$ cat config.mk
export PLATFORM = sky130hd
export DESIGN_NAME = link_recovery_seq
export DESIGN_NICKNAME = d
export VERILOG_FILES = /design/src/rtl/lrs_pkg.sv /design/src/rtl/lrs_err_window.sv /design/src/rtl/lrs_store_guard.sv /design/src/rtl/lrs_ctrl.sv /design/src/rtl/link_recovery_seq.sv
export SDC_FILE = /design/constraint.sdc
export NUM_CORES = 1
export LEC_CHECK = 0
export BUFFER_PORTS_ARGS = -buffer_cell sky130_fd_sc_hd__buf_2
export CELL_PAD_IN_SITES_DETAIL_PLACEMENT = 1
export CELL_PAD_IN_SITES_GLOBAL_PLACEMENT = 1
export CORE_MARGIN = 8
export CORE_UTILIZATION = 44
export CTS_BUF_LIST = sky130_fd_sc_hd__clkbuf_4
export DETAILED_ROUTE_END_ITERATION = 16
export PLACE_DENSITY = 0.83
export SYNTH_ARGS = -nofsm -noshare
export SYNTH_HDL_FRONTEND = slang
export SYNTH_SLANG_ARGS = --single-unit
$ cat constraint.sdc
create_clock -name clk -period 2.6 [get_ports clk]
set_input_delay 0.13 -clock clk [delete_from_list [all_inputs] [get_ports clk]]
set_output_delay 0.13 -clock clk [all_outputs]
set_load 0.05 [all_outputs]
$ cat src/rtl/lrs_pkg.sv
package lrs_pkg;
  typedef enum logic [3:0] {
    ST_RUN, ST_DRAIN, ST_POISON, ST_ACK, ST_SREF, ST_PDOWN,
    ST_FINIT, ST_DEGRADE, ST_SLOWI, ST_SCRUB, ST_RESEND
  } lrs_state_e;

  typedef enum logic [1:0] {
    TIER_NONE    = 2'd0,
    TIER_RETRY   = 2'd1,
    TIER_REINIT  = 2'd2,
    TIER_DEGRADE = 2'd3
  } lrs_tier_e;
endpackage

$ cat src/rtl/lrs_err_window.sv
module lrs_err_window
  import lrs_pkg::*;
#(
  parameter int ERR_WINDOW  = 1000,
  parameter int T1_THRESH   = 2,
  parameter int RECENT_HOLD = 2000
) (
  input  logic      clk,
  input  logic      rst_n,
  input  logic      err_take,
  input  logic      reinit_done,
  output lrs_tier_e tier_sel
);
  localparam int WW = $clog2(ERR_WINDOW + 1);
  localparam int HW = $clog2(RECENT_HOLD + 1);
  localparam int CW = $clog2(T1_THRESH + 1);

  logic [WW-1:0] win_tmr;
  logic [CW-1:0] win_cnt;
  logic [CW-1:0] cnt_next;
  logic [HW-1:0] hold_tmr;

  always_comb begin
    if (win_tmr == '0)                 cnt_next = CW'(1);
    else if (win_cnt == CW'(T1_THRESH)) cnt_next = win_cnt;
    else                               cnt_next = win_cnt + 1'b1;
  end

  always_comb begin
    if (hold_tmr != '0)                 tier_sel = TIER_DEGRADE;
    else if (cnt_next >= CW'(T1_THRESH)) tier_sel = TIER_REINIT;
    else                                tier_sel = TIER_RETRY;
  end

  always_ff @(posedge clk) begin
    if (!rst_n) begin
      win_tmr  <= '0;
      win_cnt  <= '0;
      hold_tmr <= '0;
    end else begin
      if (err_take) win_cnt <= cnt_next;
      if (err_take && win_tmr == '0) win_tmr <= WW'(ERR_WINDOW);
      else if (win_tmr != '0)        win_tmr <= win_tmr - 1'b1;
      if (reinit_done)          hold_tmr <= HW'(RECENT_HOLD);
      else if (hold_tmr != '0)  hold_tmr <= hold_tmr - 1'b1;
    end
  end

  // a re-init completion must make the very next taken error a degrade
  p_hold_after_reinit_r8: assert property (@(posedge clk) disable iff (!rst_n)
    reinit_done |=> (tier_sel == TIER_DEGRADE));
endmodule

$ cat src/rtl/lrs_store_guard.sv
module lrs_store_guard #(
  parameter int STORE_WIN = 16
) (
  input  logic clk,
  input  logic rst_n,
  input  logic st_valid,
  output logic st_ready,
  input  logic in_run,
  input  logic err_evt,
  input  logic resend,
  output logic store_retire
);
  localparam int TW = $clog2(STORE_WIN + 1);

  logic          pend;
  logic [TW-1:0] tmr;

  assign st_ready     = in_run & ~pend;
  assign store_retire = in_run & pend & (tmr == '0) & ~err_evt;

  always_ff @(posedge clk) begin
    if (!rst_n) begin
      pend <= 1'b0;
      tmr  <= '0;
    end else if (resend || store_retire) begin
      pend <= 1'b0;
    end else if (st_valid && st_ready) begin
      pend <= 1'b1;
      tmr  <= TW'(STORE_WIN - 1);
    end else if (in_run && pend && tmr != '0) begin
      tmr  <= tmr - 1'b1;
    end
  end

  p_retire_single_r10: assert property (@(posedge clk) disable iff (!rst_n)
    store_retire |=> !store_retire);
  p_accept_blocks_r10: assert property (@(posedge clk) disable iff (!rst_n)
    (st_valid && st_ready) |=> !st_ready);
endmodule

$ cat src/rtl/lrs_ctrl.sv
module lrs_ctrl
  import lrs_pkg::*;
#(
  parameter int NUM_CH  = 5,
  parameter int CH_W    = 3,
  parameter int CNT_W   = 6,
  parameter int SR_WAIT = 550
) (
  input  logic              clk,
  input  logic              rst_n,
  input  logic              link_err,
  input  logic              poison_rx,
  input  logic [CH_W-1:0]   err_ch,
  input  logic [CNT_W-1:0]  outstanding,
  input  logic              init_done,
  input  logic              slow_init_done,
  input  logic              scrub_done,
  input  lrs_tier_e         tier_sel,
  output logic              err_evt,
  output logic              err_take,
  output logic              in_run,
  output logic              reinit_done,
  output logic              halt,
  output logic              poison_tx,
  output logic              err_ack,
  output logic              link_pdown,
  output logic              resend,
  output logic              fast_init_req,
  output logic              slow_init_req,
  output logic              scrub_req,
  output logic [CH_W-1:0]   fail_ch,
  output logic [NUM_CH-1:0] degraded_mask,
  output logic              svc_req,
  output logic              fatal,
  output logic [1:0]        tier
);
  localparam int SW = $clog2(SR_WAIT + 1);

  lrs_state_e    state, nxt;
  lrs_tier_e     tier_q;
  logic [SW-1:0] sr_tmr;
  logic          degraded;

  assign degraded      = |degraded_mask;
  assign err_evt       = link_err | poison_rx;
  assign in_run        = (state == ST_RUN);
  assign err_take      = in_run & err_evt & ~degraded;
  assign reinit_done   = (state == ST_FINIT) & init_done;
  assign halt          = ~in_run;
  assign poison_tx     = (state == ST_POISON);
  assign err_ack       = (state == ST_ACK);
  assign link_pdown    = (state == ST_PDOWN);
  assign resend        = (state == ST_RESEND);
  assign fast_init_req = (state == ST_FINIT);
  assign slow_init_req = (state == ST_SLOWI);
  assign scrub_req     = (state == ST_SCRUB);
  assign tier          = tier_q;

  always_comb begin
    nxt = state;
    unique case (state)
      ST_RUN:     if (err_take) nxt = ST_DRAIN;
      ST_DRAIN:   if (outstanding == '0) nxt = ST_POISON;
      ST_POISON:  nxt = ST_ACK;
      ST_ACK:     nxt = ST_SREF;
      ST_SREF:    if (sr_tmr == '0) nxt = ST_PDOWN;
      ST_PDOWN: begin
        if (tier_q == TIER_REINIT)       nxt = ST_FINIT;
        else if (tier_q == TIER_DEGRADE) nxt = ST_DEGRADE;
        else                             nxt = ST_RESEND;
      end
      ST_FINIT:   if (init_done) nxt = ST_RESEND;
      ST_DEGRADE: nxt = ST_SLOWI;
      ST_SLOWI:   if (slow_init_done) nxt = ST_SCRUB;
      ST_SCRUB:   if (scrub_done) nxt = ST_RESEND;
      ST_RESEND:  nxt = ST_RUN;
      default:    nxt = ST_RUN;
    endcase
  end

  always_ff @(posedge clk) begin
    if (!rst_n) begin
      state   <= ST_RUN;
      tier_q  <= TIER_NONE;
      fail_ch <= '0;
      sr_tmr  <= '0;
      svc_req <= 1'b0;
      fatal   <= 1'b0;
    end else begin
      state <= nxt;
      if (err_take) begin
        tier_q  <= tier_sel;
        fail_ch <= err_ch;
      end else if (state == ST_RESEND) begin
        tier_q  <= TIER_NONE;
      end
      if (state == ST_ACK)                       sr_tmr <= SW'(SR_WAIT - 1);
      else if (state == ST_SREF && sr_tmr != '0) sr_tmr <= sr_tmr - 1'b1;
      if (state == ST_SCRUB && scrub_done) svc_req <= 1'b1;
      if (in_run && err_evt && degraded)   fatal   <= 1'b1;
    end
  end

  for (genvar g = 0; g < NUM_CH; g++) begin : g_mask
    always_ff @(posedge clk) begin
      if (!rst_n)
        degraded_mask[g] <= 1'b0;
      else if (state == ST_DEGRADE && fail_ch == CH_W'(g))
        degraded_mask[g] <= 1'b1;
    end
  end

  p_poison_after_drain_r3: assert property (@(posedge clk) disable iff (!rst_n)
    poison_tx |-> ($past(outstanding) == '0));
  p_ack_follows_poison_r3: assert property (@(posedge clk) disable iff (!rst_n)
    poison_tx |=> err_ack);
  p_actions_under_halt_r2: assert property (@(posedge clk) disable iff (!rst_n)
    (poison_tx || err_ack || link_pdown || resend || fast_init_req || slow_init_req || scrub_req) |-> halt);
  p_tier_idle_r12: assert property (@(posedge clk) disable iff (!rst_n)
    !halt |-> (tier == 2'd0));
  p_reinit_tier_r7: assert property (@(posedge clk) disable iff (!rst_n)
    fast_init_req |-> (tier == 2'd2));
  p_single_degrade_r8: assert property (@(posedge clk) disable iff (!rst_n)
    $onehot0(degraded_mask));
  p_fatal_sticky_r9: assert property (@(posedge clk) disable iff (!rst_n)
    fatal |=> fatal);
  p_fatal_no_halt_r9: assert property (@(posedge clk) disable iff (!rst_n)
    fatal |-> !halt);
endmodule

$ cat src/rtl/link_recovery_seq.sv
module link_recovery_seq
  import lrs_pkg::*;
#(
  parameter int NUM_CH      = 5,
  parameter int CNT_W       = 6,
  parameter int SR_WAIT     = 550,
  parameter int ERR_WINDOW  = 1000,
  parameter int T1_THRESH   = 2,
  parameter int RECENT_HOLD = 2000,
  parameter int STORE_WIN   = 16,
  localparam int CH_W       = (NUM_CH > 1) ? $clog2(NUM_CH) : 1
) (
  input  logic              clk,
  input  logic              rst_n,
  input  logic              link_err,
  input  logic              poison_rx,
  input  logic [CH_W-1:0]   err_ch,
  input  logic [CNT_W-1:0]  outstanding,
  input  logic              init_done,
  input  logic              slow_init_done,
  input  logic              scrub_done,
  input  logic              store_valid,
  output logic              store_ready,
  output logic              store_retire,
  output logic              halt,
  output logic              poison_tx,
  output logic              err_ack,
  output logic              link_pdown,
  output logic              resend,
  output logic              fast_init_req,
  output logic              slow_init_req,
  output logic              scrub_req,
  output logic [CH_W-1:0]   fail_ch,
  output logic [NUM_CH-1:0] degraded_mask,
  output logic              svc_req,
  output logic              fatal,
  output logic [1:0]        tier
);
  lrs_tier_e tier_sel;
  logic      err_evt, err_take, in_run, reinit_done;

  lrs_err_window #(
    .ERR_WINDOW(ERR_WINDOW), .T1_THRESH(T1_THRESH), .RECENT_HOLD(RECENT_HOLD)
  ) u_window (
    .clk(clk), .rst_n(rst_n), .err_take(err_take),
    .reinit_done(reinit_done), .tier_sel(tier_sel)
  );

  lrs_store_guard #(.STORE_WIN(STORE_WIN)) u_store (
    .clk(clk), .rst_n(rst_n), .st_valid(store_valid), .st_ready(store_ready),
    .in_run(in_run), .err_evt(err_evt), .resend(resend),
    .store_retire(store_retire)
  );

  lrs_ctrl #(
    .NUM_CH(NUM_CH), .CH_W(CH_W), .CNT_W(CNT_W), .SR_WAIT(SR_WAIT)
  ) u_ctrl (
    .clk(clk), .rst_n(rst_n), .link_err(link_err), .poison_rx(poison_rx),
    .err_ch(err_ch), .outstanding(outstanding), .init_done(init_done),
    .slow_init_done(slow_init_done), .scrub_done(scrub_done),
    .tier_sel(tier_sel), .err_evt(err_evt), .err_take(err_take),
    .in_run(in_run), .reinit_done(reinit_done), .halt(halt),
    .poison_tx(poison_tx), .err_ack(err_ack), .link_pdown(link_pdown),
    .resend(resend), .fast_init_req(fast_init_req),
    .slow_init_req(slow_init_req), .scrub_req(scrub_req), .fail_ch(fail_ch),
    .degraded_mask(degraded_mask), .svc_req(svc_req), .fatal(fatal),
    .tier(tier)
  );
endmodule

==> Yosys cells after proc, flatten, opt, wreduce, memory -nomap -nowiden <==
Index checks and enable logic that the tools add are counted.
{ "word_totals": {"regBits": 55, "word_cells": 121} }
{ "op_classes": {"n_addsub": 5, "magnitude_cmp": 1, "eq_ne": 23, "n_mux": 23, "bitwise": 14, "reduce_logical": 36} }
{ "op_table": {"columns": ["cell", "n"], "rows": [
  ["$mux W10", 4],
  ["$pmux W4 S10", 1],
  ["$mux W4", 8],
  ["$mux W11", 2],
  ["$logic_not A10 Y1", 2],
  ["$reduce_bool A10 Y1", 2],
  ["$sub A10 B1 Y10 const B", 2],
  ["$eq A4 B3 Y1 const B", 4],
  ["$logic_and A1 B1 Y1", 13],
  ["$eq A4 B4 Y1 const B", 3],
  ["$mux W2", 6],
  ["$reduce_bool A11 Y1", 1],
  ["$sub A11 B1 Y11 const B", 1],
  ["$mux W5", 2],
  ["$reduce_bool A2 Y1", 5],
  ["$eq A4 B2 Y1 const B", 2],
  ["$ne A2 B2 Y1 const B", 4],
  ["$reduce_or A2 Y1", 4],
  ["$and A1 B1 Y1", 7],
  ["$eq A2 B2 Y1 const B", 3],
  ["$eq A3 B2 Y1 const B", 2],
  ["$logic_not A6 Y1", 1],
  ["$not A1 Y1", 6],
  ["$reduce_and A6 Y1", 1],
  ["15 further kinds", 16]
]} }

==> Logic depth before layout (Yosys ltp) <==
{ "depth": {"ltp_word": 7, "mapped_depth": 7, "depth_no_buf": 6} }

==> Modules after synthesis <==
A second synthesis with hierarchy kept.
{ "unflattened": {"hier_cells": 355, "area_unflattened_um2": 3016.6} }
{ "by_module_without_submodules": {"columns": ["mod", "instances", "cells_each", "area_each_um2", "seq_area_each_um2"], "rows": [
  ["lrs_ctrl", 1, 164, 1393.8, 520.5],
  ["lrs_err_window", 1, 154, 1286.2, 460.4],
  ["lrs_store_guard", 1, 37, 336.6, 120.1]
]} }

==> Worst setup path before layout <==
Ideal clock, no wire load.
{ "synth_path": {"path_kind": "reg2reg", "from": "reg u_ctrl.state[2]", "to": "reg u_window.hold_tmr[1]", "setup_ps": 125, "arrival_ps": 3065, "path_slack_ps": -590, "stages_incl_launch_ff": 6, "path_buffers": 1, "cell_sequence": "dfxtp_1 clkbuf_1 nor4bb_1 nand2_1 nand2_1 a211oi_1"} }
{ "synth_between": {"elab_chain_len": 3} }
{ "synth_lines": {"columns": ["element", "line_no", "text"], "rows": [
  ["start: declaration", "lrs_ctrl.sv:39", "lrs_state_e state, nxt;"],
  ["start signal: assignment", "lrs_ctrl.sv:90", "state <= nxt;"],
  ["$eq A4 B3 Y1", null, null],
  ["via fast_init_req", "link_recovery_seq.sv:30", "output logic fast_init_req,"],
  ["$and A1 B1 Y1", "lrs_ctrl.sv:48", "assign reinit_done = (state == ST_FINIT) & init_done;"],
  ["$reduce_or A2 Y1 (no line)", null, null],
  ["end signal: assignment", "lrs_err_window.sv:44", "if (reinit_done) hold_tmr <= HW'(RECENT_HOLD);"],
  ["end signal: assignment", "lrs_err_window.sv:45", "else if (hold_tmr != '0) hold_tmr <= hold_tmr - 1'b1;"],
  ["end: declaration", "lrs_err_window.sv:21", "logic [HW-1:0] hold_tmr;"]
]} }
The timed path passes the listed nets, and every way through them passes these cells.
A chain may end at the register's enable or synchronous reset.

==> Worst setup path after layout <==
{ "layout_path": {"from": "reg u_ctrl.sr_tmr[0]", "to": "reg u_ctrl.state[2]"} }
{ "layout_between": {"elab_chain_len": 3} }
{ "layout_lines": {"columns": ["element", "line_no", "text"], "rows": [
  ["start: declaration", "lrs_ctrl.sv:41", "logic [SW-1:0] sr_tmr;"],
  ["start signal: assignment", "lrs_ctrl.sv:97", "if (state == ST_ACK) sr_tmr <= SW'(SR_WAIT - 1);"],
  ["start signal: assignment", "lrs_ctrl.sv:98", "else if (state == ST_SREF && sr_tmr != '0) sr_tmr <= sr_tmr - 1'b1;"],
  ["$logic_not A10 Y1", "lrs_ctrl.sv:66", "ST_SREF: if (sr_tmr == '0) nxt = ST_PDOWN;"],
  ["$ne A2 B1 Y1 (no line)", null, null],
  ["$reduce_and A6 Y1 (no line)", null, null]
]} }
Every way passes these cells.

==> impl_metrics.py <==
metrics = {
    "place": {
        "place.gp.congestion": 0.763,
        "io_buffers": 38,
        "hpwlAfterDp_mm": 5.69,
    },
    "finish": {
        "fin_util_pct": 51.7,
        "drive_above_1_share_pct": 19.3,
        "final_common_cell": "dfxtp_1",
        "antenna_cells": 0,
        "final_nets": 408,
        "areaGrowthSynthToFinish_pct": 15.0,
        "final_cell_mix": "55 x dfxtp_1, 38 x buf_2, 36 x nor2_1, 36 x a21oi_1, 21 x nand2_1",
    },
    "floorplan": {
        "num_io_pins": 39,
        "die-height_um": 96.1,
        "core_um2": 6280,
        "dieArea_um2": 9230,
        "dieWidth_um": 96.1,
        "start_util_pct": 44.9,
        "rows": 29,
    },
    "clock_tree": {
        "clockRootBuffer": "clkbuf_4",
        "cts_buffers": 5,
        "cts_max_level": 2,
        "cts_buffer_depth": 2,
        "insertion_delay_ns": 0.38,
        "tritoncts": "built",
        "cts_num_sinks": 55,
        "path_clk_slew_ns": 0.17,
    },
    "logic_synthesis": {
        "yosys_warnings": 0,
        "synth-main-ff-cell": "dfxtp_1",
        "synth-seq-cells": 55,
        "synth_area_um2": 2820,
        "yosysSeqAreaShare_pct": 39.0,
        "syn-num-nets": 364,
        "yosysUniqueCellTypes": 57,
        "async_flop_share_pct": 0,
        "synth_edf_count": 0,
        "synthCells": 339,
        "avgSynthCellArea_um2": 8.32,
    },
    "critical_path": {
        "arrival_ns": 2.65,
        "worst-path-max-fanout": 10,
        "end_kind": "flip-flop",
        "crit_type": "flip-flop to flip-flop",
        "required_ns": 2.89,
        "critPathLaunchType": "flip-flop",
    },
    "sta": {
        "worst_pin_slew_ns": 0.843,
        "finalSetupViolCount": 0,
        "finClkSkew_ns": 0.0115,
        "fmax_ghz": 0.423,
        "relSlewSlack_pct": 42.4,
        "fin_crit_sh_pct": 91.0,
        "fin_setup_tns_ns": 0,
        "hold_slack_ns": 0.0593,
        "finalMaxSlewViolations": 0,
        "finalHoldViolations": 0,
        "min_period_ns": 2.36,
        "rsz0062_at_grt": "false",
    },
    "worst_hold_path": {
        "hold_class": "input port to flip-flop",
    },
    "pwr": {
        "powerDensity_nw_per_um2": 1200,
        "irDropWorstVdd_mv": 0.530,
        "power_leakage_uw": 0.00132,
    },
    "route": {
        "drtIter0Drc": 86,
        "vias": 2696,
        "avgRoutedWirePerCell_um": 16.5,
        "wl_mm": 7.63,
        "drc": 0,
        "dr.pass1.iters": 4,
        "ant_nets": 0,
        "avgViaCountPerCell": 5.85,
    },
    "job": {
        "cap_viol_max_count": 0,
    },
    "grt": {
        "grt_antenna_before_repair": 0,
        "grt_pass1_wl_mm": 12.9,
        "track_usage_pct": 17.4,
        "grt_pass1_vias": 2744,
        "grt_max_degree": 22,
        "grt_overflow": 0,
    },
    "outcome": {
        "status": "finished clean",
    },
}
-- metrics by stage --
| stage | total power (uW) | setup slack, ns | cell area [um2] | cells |
|---|---|---|---|---|
| after floorplan | 2890 | 0.0995 | 2830 | 339 |
| after detailed placement | 3410 | 0.316 | 3120 | 449 |
| final | 3900 | 0.235 | 3240 | 461 |
| after global routing | 4230 | 0.126 | 3240 | 461 |
| after global placement | 3310 | 0.394 | 3120 | 449 |
| after CTS | 3930 | 0.242 | 3240 | 461 |
-- flip-flops by register name (all words and copies together), names as in the netlist, 2 cells and up --
register and cells:
u_ctrl.state 4, u_ctrl.degraded_mask 5, u_window.hold_tmr 11, u_store.tmr 5
u_ctrl.tier 2, u_ctrl.sr_tmr 10, u_window.win_tmr 10, u_ctrl.fail_ch 3
u_window.win_cnt 2
-- critical path, stage by stage (launching register included) --
cell	delay, ns
dfxtp_1	0.38
inv_1	0.10
ha_1	0.17
or3b_2	0.48
o31a_1	0.39
or3_1	0.43
o41ai_1	0.33
-- layout make-up --
class                      instances  area (um2)
clock inverter                     3        47.5
timing repair buffer              53         313
tap                               77        96.3
clock buffer                       5        37.5
fill                             783        3030
sequential                        55        1100
inverter                          19        71.3
multi-input combinational        249        1580
-- timing repair --
item | 4_1_cts | 5_1_grt
buffers inserted | 0 | 0
hold endpoints to repair | 4 | 0
gates resized for setup | 0 | 0
hold buffers | 4 | 0
-- worst paths after layout --
path	start	end	slack (ns)	cells after the start
min	store_valid	u_store.tmr[2]$_SDFFE_PN0P_	0.06	3
max reg2reg	u_ctrl.sr_tmr[0]$_SDFFE_PN0P_	u_ctrl.state[2]$_SDFFE_PN0P_	0.24	6
min reg2reg	u_window.win_cnt[0]$_SDFFE_PN0P_	u_window.win_cnt[0]$_SDFFE_PN0P_	0.49	2
max	u_ctrl.sr_tmr[0]$_SDFFE_PN0P_	u_ctrl.state[2]$_SDFFE_PN0P_	0.24	6
-- per-layer routing --
| layer | GRT usage [%] | up-vias | part of all wire, % |
|---|---|---|---|
| li1 | - | 1345 | - |
| met1 | 19.9 | 1324 | 43 |
| met2 | 31.8 | 21 | 53 |
| met3 | 2.89 | 6 | 2.7 |
| met4 | 5.76 | 0 | 1.0 |
| met5 | 0 | - | 0 |
-- where the power goes --
part | switching [uW] | internal (uW)
Clock | 293 | 208
Sequential | 262 | 1100
Combinational | 1220 | 827
Total | 1770 | 2130
-- kinds of logic after synthesis --
kind of cell / after synthesis / share of synthesized area [%]
XOR/XNOR: 5 / 1.55
multiplexers: 5 / 1.82
AND/OR/NAND/NOR: 144 / 29.3
adder cells (fa/ha/maj): 8 / 3.55
flip-flops: 55 / 39.0
AO/OA/AOI/OAI: 87 / 19.5
buffers and inverters: 35 / 5.23
-- Yosys cell counts (2+ instances only) --
cell        n  area (um2)
o21ai_0    11        55.1
dfxtp_1    55        1100
nor4_1      6        37.5
inv_1      17        63.8
ha_1        8         100
a31oi_1     8        50.1
or2_2       5        31.3
nor4b_1     5        43.8
o31a_1      2        17.5
o311a_1     3        30.0
xnor2_1     4        35.0
or4b_2      2        20.0
or4_1      11        82.6
or3_1       9        56.3
or3b_2      3        26.3
mux2i_1     4        40.0
and2_1      2        12.5
nand3_1     2        10.0
nand4b_1    2        17.5
buf_6       2        22.5
o21a_1      2        15.0
nand2_1    21        78.8
o31ai_1     4        30.0
and4_1      3        26.3
nor3_1     17        85.1
nor4_2      2        25.0
a2111oi_0   2        17.5
a22o_1      2        17.5
nor2_1     36         135
o41ai_1     3        26.3
a21oi_1    36         180
nor2b_1     2        12.5
nand2b_1    6        37.5
a211oi_1    7        52.6
nor3b_1     2        15.0
clkbuf_1   12        45.0
(Power assumes the default switching activity.)
